`src/rtl/ctlseq_pkg.sv`:
```
package ctlseq_pkg;

  typedef logic signed [31:0] q16_t;

  localparam logic [3:0] OP_NOP   = 4'd0;
  localparam logic [3:0] OP_ADD   = 4'd1;
  localparam logic [3:0] OP_MUL   = 4'd2;
  localparam logic [3:0] OP_SAT   = 4'd3;
  localparam logic [3:0] OP_PASSA = 4'd4;
  localparam logic [3:0] OP_PASSB = 4'd5;

  localparam q16_t Q_POS_MAX = 32'sh7FFF_FFFF;
  localparam q16_t Q_NEG_MAX = 32'sh8000_0000;
  localparam q16_t Q_ONE     = 32'sh0001_0000;
  localparam q16_t Q_NEG_ONE = 32'shFFFF_0000;

  typedef struct packed {
    logic [3:0] aSel;
    logic [3:0] bSel;
    logic [3:0] dest;
    logic [3:0] op;
  } microWord_t;

  // strobes from the sequencer control to the datapath
  typedef struct packed {
    logic       loadIn;
    logic       exec;
    logic       capture;
    microWord_t word;
  } ctlStrobe_t;

  typedef struct packed {
    logic       valid;
    logic       toA;
    logic [3:0] idx;
  } destSlot_t;

  function automatic destSlot_t mapDest(input logic [3:0] code);
    destSlot_t s;
    s.valid = 1'b1;
    s.toA   = 1'b0;
    s.idx   = 4'd0;
    case (code)
      4'd0:  s.idx = 4'd8;
      4'd1:  s.idx = 4'd7;
      4'd2:  s.idx = 4'd1;
      4'd3:  s.idx = 4'd6;
      4'd4:  begin s.toA = 1'b1; s.idx = 4'd7;  end
      4'd5:  begin s.toA = 1'b1; s.idx = 4'd8;  end
      4'd6:  begin s.toA = 1'b1; s.idx = 4'd9;  end
      4'd7:  s.idx = 4'd2;
      4'd8:  s.idx = 4'd3;
      4'd9:  s.idx = 4'd9;
      4'd10: s.idx = 4'd10;
      4'd11: begin s.toA = 1'b1; s.idx = 4'd10; end
      4'd12: s.idx = 4'd11;
      4'd13: s.idx = 4'd4;
      4'd14: s.idx = 4'd5;
      default: s.valid = 1'b0;
    endcase
    return s;
  endfunction

endpackage

```
`src/rtl/ctlseq_ctrl.sv`:
```
module ctlseq_ctrl
  import ctlseq_pkg::*;
#(
  parameter int NUM_INSTR  = 22,
  parameter int IMEM_DEPTH = 32,
  localparam int AW = $clog2(IMEM_DEPTH)
) (
  input  logic          clk,
  input  logic          rstN,
  input  logic          start,
  input  logic          imemWe,
  input  logic [AW-1:0] imemAddr,
  input  logic [15:0]   imemData,
  output ctlStrobe_t    strobe,
  output logic          done
);

  localparam logic [AW-1:0] LAST_PC = AW'(NUM_INSTR - 1);

  typedef enum logic [1:0] {S_IDLE, S_RUN, S_FIN} seqState_t;

  seqState_t   state;
  logic [AW-1:0] pc;
  logic [15:0] imem [IMEM_DEPTH];

  always_ff @(posedge clk) begin
    if (imemWe) imem[imemAddr] <= imemData;
  end

  always_ff @(posedge clk) begin
    if (!rstN) begin
      state <= S_IDLE;
      pc    <= '0;
      done  <= 1'b0;
    end else begin
      done <= 1'b0;
      case (state)
        S_IDLE: if (start) begin
          state <= S_RUN;
          pc    <= '0;
        end
        S_RUN: begin
          if (pc == LAST_PC) state <= S_FIN;
          else               pc    <= pc + 1'b1;
        end
        S_FIN: begin
          done  <= 1'b1;
          state <= S_IDLE;
        end
        default: state <= S_IDLE;
      endcase
    end
  end

  always_comb begin
    strobe.loadIn  = (state == S_IDLE) && start;
    strobe.exec    = (state == S_RUN);
    strobe.capture = (state == S_FIN);
    strobe.word    = microWord_t'(imem[pc]);
  end


  done_pulse_chk: assert property (@(posedge clk) disable iff (!rstN)
    done |=> !done);


  fin_done_chk: assert property (@(posedge clk) disable iff (!rstN)
    (state == S_FIN) |=> done);


  pc_step_chk: assert property (@(posedge clk) disable iff (!rstN)
    (state == S_RUN && pc != LAST_PC) |=> (state == S_RUN && pc == $past(pc) + 1'b1));

endmodule

```
`src/rtl/ctlseq_dp.sv`:
```
module ctlseq_dp
  import ctlseq_pkg::*;
#(
  parameter q16_t KI      = 32'sh0000_8000,
  parameter q16_t KD      = 32'sh0000_4000,
  parameter q16_t KF      = 32'sh0000_C000,
  parameter q16_t KP      = 32'sh0002_0000,
  parameter q16_t MIN_LIM = 32'shFF9C_0000,
  parameter q16_t MAX_LIM = 32'sh0064_0000,
  localparam int NREG = 16
) (
  input  logic       clk,
  input  logic       rstN,
  input  ctlStrobe_t strobe,
  input  q16_t       wIn,
  input  q16_t       yIn,
  output q16_t       pwmOut
);

  q16_t aVar  [NREG];
  q16_t bVar  [NREG];
  q16_t aView [NREG];
  q16_t bView [NREG];

  microWord_t  word;
  q16_t        opA, opB, aluRes;
  logic        opWrites;
  logic [32:0] sum;
  logic [47:0] prodScaled;
  destSlot_t   slot;
  logic        writeA, writeB;

  // constant registers overlay the variable banks
  always_comb begin
    aView     = aVar;
    bView     = bVar;
    aView[0]  = '0;
    bView[0]  = '0;
    aView[1]  = KI;
    aView[2]  = KD;
    aView[3]  = KF;
    aView[4]  = KP;
    aView[11] = Q_NEG_ONE;
    aView[12] = Q_ONE;
    aView[13] = '0;
    bView[12] = Q_NEG_ONE;
    bView[13] = Q_ONE;
    bView[14] = '0;
  end

  assign word = strobe.word;
  assign opA  = aView[word.aSel];
  assign opB  = bView[word.bSel];

  assign sum        = {opA[31], opA} + {opB[31], opB};
  assign prodScaled = 48'(({{32{opA[31]}}, opA} * {{32{opB[31]}}, opB}) >> 16);

  always_comb begin
    aluRes   = '0;
    opWrites = 1'b1;
    case (word.op)
      OP_ADD: begin
        if (sum[32] != sum[31]) aluRes = sum[32] ? Q_NEG_MAX : Q_POS_MAX;
        else                    aluRes = q16_t'(sum[31:0]);
      end
      OP_MUL: begin
        if (prodScaled[47:31] != {17{prodScaled[47]}})
          aluRes = prodScaled[47] ? Q_NEG_MAX : Q_POS_MAX;
        else
          aluRes = q16_t'(prodScaled[31:0]);
      end
      OP_SAT: begin
        if (opB < MIN_LIM)      aluRes = MIN_LIM;
        else if (opB > MAX_LIM) aluRes = MAX_LIM;
        else                    aluRes = opB;
      end
      OP_PASSA: aluRes = opA;
      OP_PASSB: aluRes = opB;
      default:  opWrites = 1'b0;
    endcase
  end

  assign slot   = mapDest(word.dest);
  assign writeA = strobe.exec && opWrites && slot.valid &&  slot.toA;
  assign writeB = strobe.exec && opWrites && slot.valid && !slot.toA;

  for (genvar g = 0; g < NREG; g++) begin : g_bank
    always_ff @(posedge clk) begin
      if (!rstN) begin
        aVar[g] <= '0;
        bVar[g] <= '0;
      end else begin
        if (strobe.loadIn && g == 5)      aVar[g] <= wIn;
        else if (strobe.loadIn && g == 6) aVar[g] <= yIn;
        else if (writeA && slot.idx == 4'(g)) aVar[g] <= aluRes;
        if (writeB && slot.idx == 4'(g))  bVar[g] <= aluRes;
      end
    end
  end

  always_ff @(posedge clk) begin
    if (!rstN)               pwmOut <= '0;
    else if (strobe.capture) pwmOut <= bView[1];
  end


  no_overflow_chk: assert property (@(posedge clk) disable iff (!rstN)
    (strobe.exec && word.op == OP_ADD && !opA[31] && !opB[31]) |-> !aluRes[31]);


  sat_range_chk: assert property (@(posedge clk) disable iff (!rstN)
    (strobe.exec && word.op == OP_SAT) |-> (aluRes >= MIN_LIM && aluRes <= MAX_LIM));


  nop_hold_chk: assert property (@(posedge clk) disable iff (!rstN)
    (strobe.exec && (word.op == OP_NOP || word.op > OP_PASSB)) |=> $stable(bVar[1]));


  pwm_hold_chk: assert property (@(posedge clk) disable iff (!rstN)
    !strobe.capture |=> $stable(pwmOut));

endmodule

```
`src/rtl/ctlseq_top.sv`:
```
module ctlseq_top
  import ctlseq_pkg::*;
#(
  parameter int   NUM_INSTR  = 22,
  parameter int   IMEM_DEPTH = 32,
  parameter q16_t KI      = 32'sh0000_8000,
  parameter q16_t KD      = 32'sh0000_4000,
  parameter q16_t KF      = 32'sh0000_C000,
  parameter q16_t KP      = 32'sh0002_0000,
  parameter q16_t MIN_LIM = 32'shFF9C_0000,
  parameter q16_t MAX_LIM = 32'sh0064_0000,
  localparam int AW = $clog2(IMEM_DEPTH)
) (
  input  logic          clk,
  input  logic          rstN,
  input  logic          start,
  input  logic [31:0]   wIn,
  input  logic [31:0]   yIn,
  input  logic          imemWe,
  input  logic [AW-1:0] imemAddr,
  input  logic [15:0]   imemData,
  output logic [31:0]   pwmOut,
  output logic          done
);

  ctlStrobe_t strobe;

  ctlseq_ctrl #(
    .NUM_INSTR (NUM_INSTR),
    .IMEM_DEPTH(IMEM_DEPTH)
  ) u_ctrl (
    .clk     (clk),
    .rstN    (rstN),
    .start   (start),
    .imemWe  (imemWe),
    .imemAddr(imemAddr),
    .imemData(imemData),
    .strobe  (strobe),
    .done    (done)
  );

  ctlseq_dp #(
    .KI(KI), .KD(KD), .KF(KF), .KP(KP),
    .MIN_LIM(MIN_LIM), .MAX_LIM(MAX_LIM)
  ) u_dp (
    .clk   (clk),
    .rstN  (rstN),
    .strobe(strobe),
    .wIn   (wIn),
    .yIn   (yIn),
    .pwmOut(pwmOut)
  );

endmodule

```
`config.mk`:
```
export PLATFORM = sky130hd
export DESIGN_NAME = ctlseq_top
export DESIGN_NICKNAME = d
export VERILOG_FILES = /design/src/rtl/ctlseq_pkg.sv /design/src/rtl/ctlseq_ctrl.sv /design/src/rtl/ctlseq_dp.sv /design/src/rtl/ctlseq_top.sv
export SDC_FILE = /design/constraint.sdc
export NUM_CORES = 2
export LEC_CHECK = 0
export ABC_CLOCK_PERIOD_IN_PS = 27300
export CAP_MARGIN = 25
export CORE_MARGIN = 1.5
export CORE_UTILIZATION = 50
export DETAILED_ROUTE_END_ITERATION = 12
export PLACE_DENSITY_LB_ADDON = 0.3
export SLEW_MARGIN = 20
export SYNTH_ARGS = -nofsm -noshare
export SYNTH_HDL_FRONTEND = slang
export SYNTH_SLANG_ARGS = --single-unit
```
`constraint.sdc`:
```
create_clock -name clk -period 27.3 [get_ports clk]
set_input_delay 5.46 -clock clk [delete_from_list [all_inputs] [get_ports clk]]
set_output_delay 5.46 -clock clk [all_outputs]
set_load 0.02 [all_outputs]
```
==> flow_metrics.env <==
export IMPL_syn_nets=10600
export IMPL_synthToLayoutAreaGrowth_pct=9.34
export IMPL_synth_seq_cells=1197
export IMPL_drt_pass1_iterations=9
export IMPL_synth_top_family_by_area="adder cells"
export IMPL_vias_per_cell=6.66
export IMPL_worstMarginPinSlew_ns=1.20
export IMPL_rr_worst_depth=48
export IMPL_critPathMaxStageDelay_ns=0.90
export IMPL_placed_area_sq_um=95300
export IMPL_synth_area_sq_um=91300
export IMPL_endpoint="u_dp.aVar[210]"
export IMPL_numPortBuffers=121
export IMPL_dp_hpwl_mm=259
export IMPL_clock_sinks=1197
export IMPL_status="completed"
export IMPL_grt_pass1_wl_mm=533
export IMPL_async_reset_ff_share_pct=0
export IMPL_synth_xor_area_share_pct=0.816
export IMPL_wl_per_cell_um=32.1
export IMPL_min_path_cells=1
export IMPL_finalSetupTns_ns=0
export IMPL_drc=0
export IMPL_cts_hold_buf=0
export IMPL_avgSynthCellArea_sq_um=9.93
export IMPL_cap_violations=0
export IMPL_nNetsFinal=10400
export IMPL_io_pin_count=122
export IMPL_critical_path_buf_inv_count=15
export IMPL_power_density_nw_per_um2=63.5
export IMPL_yosys_area_share_simple_pct=10.9
export IMPL_drt_iter0_markers=10400
export IMPL_yosys_most_used_dff="dfxtp_1"
export IMPL_cts_resized=0
export IMPL_synth_fa_ha_area_share_pct=26.7
export IMPL_relSlewSlack_pct=20.1
export IMPL_synthMuxAreaShare_pct=7.06
export IMPL_cts_tree="yes"
export IMPL_dp_cells=11200
export IMPL_setup_viol=0
export IMPL_clock_tree_buffer_depth=3
export IMPL_rows=156
export IMPL_slew_violations=0
export IMPL_grt_ovfl_total=0
export IMPL_post_cts_repair_setup_buffers=0
export IMPL_stdcell_count=11500
export IMPL_die_w_um=430
export IMPL_dr_total_vias=76700
export IMPL_synth_edf_count=512
export IMPL_crit_family="adder cells"
export IMPL_synth_compound_area_share_pct=14.9
export IMPL_clk_latency_ns=0.82
export IMPL_antenna_found_initial=39
export IMPL_synthMostInstantiatedCell="fa_1"
export IMPL_core_sq_um=181000
export IMPL_hold_ws_ns=0.457
export IMPL_hold_class="register to register"
export IMPL_grt_max_degree=263
export IMPL_ys_top_cells_by_count="1,083 x fa_1, 1,034 x inv_1, 1,011 x nand2_1"
export IMPL_fmax_ghz=0.0544
export IMPL_grt_usage_pct=39.7
export IMPL_crit_fanout=51
export IMPL_clockRootBuffer="clkbuf_16"
export IMPL_worst_endpoint_arrival_ns=19.03
export IMPL_synth_yosys_seq_area_share_pct=31.9
export IMPL_period_minus_slack_ns=18.40
export IMPL_wl_mm=369
export IMPL_synth_area_leaders="fa_1 24%, edfxtp_1 17%, dfxtp_1 15%, inv_1 4.3%, nand2_1 4.2%"
export IMPL_initial_core_util_pct=50.4
export IMPL_fin_crit_sh_pct=67.4
export IMPL_yosysTopAreaCellShare_pct=23.8
export IMPL_start_kind="register"
export IMPL_final_util_pct=55.1
export IMPL_clk_pin_slew_ns=0.06
export IMPL_cp_depth=48
export IMPL_r2r_slack_ns=8.90
export IMPL_hold_violations=0
export IMPL_path_class="register to register"
export IMPL_ir_drop_mv=0.0902
export IMPL_dieHeight_um=430
export IMPL_numCtsBuffers=130
export IMPL_synth_top_area_cell="fa_1"
export IMPL_slowest_stage="dfxtp_4"
export IMPL_finalClockSkew_ns=0.0469
export IMPL_first_global_vias=76800
export IMPL_required_ns=27.93
export IMPL_reg2reg_to="u_dp.aVar[210]"
export IMPL_ys_warnings_count=0
export IMPL_ant_nets=0
export IMPL_final_area_sq_um=99800
export IMPL_ys_types=100
export IMPL_drive_above_1_share_pct=9.70
export IMPL_end_kind="register"
export IMPL_gp_congestion=1.08
export IMPL_power_leakage_nw=39.8
export IMPL_rsz0062_at_grt="no"
export IMPL_die_area_sq_um=185000
export IMPL_htreeDepth=4
export IMPL_syn_inst=9192
[worst register-to-register path: cells and delay by family, from the launching register on]
family	cells	cell delay (ns)
mux	2	1.32
fa+ha+maj	9	4.82
buf+inv	15	4.43
simple gates	8	3.44
flops	1	0.90
compound gates	14	3.31
[metal layers]
metal	track usage [%]	share of wire, %
met1	50.1	36
met2	56.3	41
met3	14.0	14
met4	28.8	9.0
met5	0	0.042
[power by group]
group / switching (W) / internal, W
clock: 0.000770 / 0.00101
combinational: 0.00198 / 0.000677
sequential: 0.0000154 / 0.00189
[state kept, by name, indices dropped and copies added, names as in the netlist, named ones only]
name,count
u_ctrl.pc,5
u_dp.aVar,256
u_ctrl.state,2
u_dp.bVar,384
u_ctrl.imem,512
u_ctrl.done,1
u_dp.pwmOut,32
[logic make-up (layout without fill, tap and decap cells)]
kind of cell	after synthesis	after routing
adder cells (fa/ha/maj)	1297	1297
buffers and inverters	1791	1704
flip-flops	1197	1197
XOR/XNOR	85	85
multiplexers	490	490
AND/OR/NAND/NOR	2296	2296
AO/OA/AOI/OAI	2036	2036
other	0	27
[placed cells by master (no fill, tap or decap), drive strengths merged, types with 53 or more instances in the layout]
| cell type | Yosys | routed |
|---|---|---|
| nand4 | 53 | 53 |
| ha | 214 | 214 |
| nor3 | 62 | 62 |
| nand3 | 90 | 90 |
| a211oi | 265 | 265 |
| o22ai | 186 | 186 |
| fa | 1083 | 1083 |
| mux2 | 77 | 77 |
| buf | 205 | 299 |
| clkinv | 18 | 53 |
| a21oi | 243 | 243 |
| edfxtp | 512 | 512 |
| mux4 | 115 | 115 |
| inv | 1040 | 1050 |
| clkdlybuf4s50 | 0 | 111 |
| a21boi | 115 | 115 |
| dfxtp | 685 | 685 |
| mux2i | 298 | 298 |
| xnor2 | 63 | 63 |
| and2 | 157 | 157 |
| o21ai | 603 | 603 |
| nor2 | 721 | 721 |
| clkbuf | 528 | 183 |
| nand2 | 1012 | 1012 |
| a221oi | 243 | 243 |
[area by class of cell]
type / instances / area [sq um]
Fill cell: 15800 / 81300
Multi-Input combinational cell: 6204 / 56000
Sequential cell: 1197 / 29100
Inverter: 1058 / 3970
Clock buffer: 180 / 3590
Timing Repair Buffer: 413 / 3530
Tap cell: 2370 / 2970
Clock inverter: 53 / 621
Antenna cell: 27 / 67.6
[worst min path at each step]
stage             startpoint            end
4_1_cts         u_dp.aVar[9]   u_dp.aVar[9]
3_5_place_dp   u_dp.aVar[36]  u_dp.aVar[36]
2_1_floorplan   u_dp.bVar[1]   u_dp.bVar[1]
3_3_place_gp    u_dp.bVar[1]   u_dp.bVar[1]
6_report        u_dp.aVar[9]   u_dp.aVar[9]
5_1_grt        u_dp.bVar[14]  u_dp.bVar[14]
[through the flow]
stage / setup slack [ns] / power, W
6_report: 8.90 / 0.00633
5_1_grt: 8.24 / 0.00648
4_1_cts: 9.21 / 0.00617
3_5_place_dp: 9.32 / 0.00442
3_3_place_gp: 9.18 / 0.00438
2_1_floorplan: 13.82 / 0.00335
Note: power is estimated with default switching activity, not from simulation.
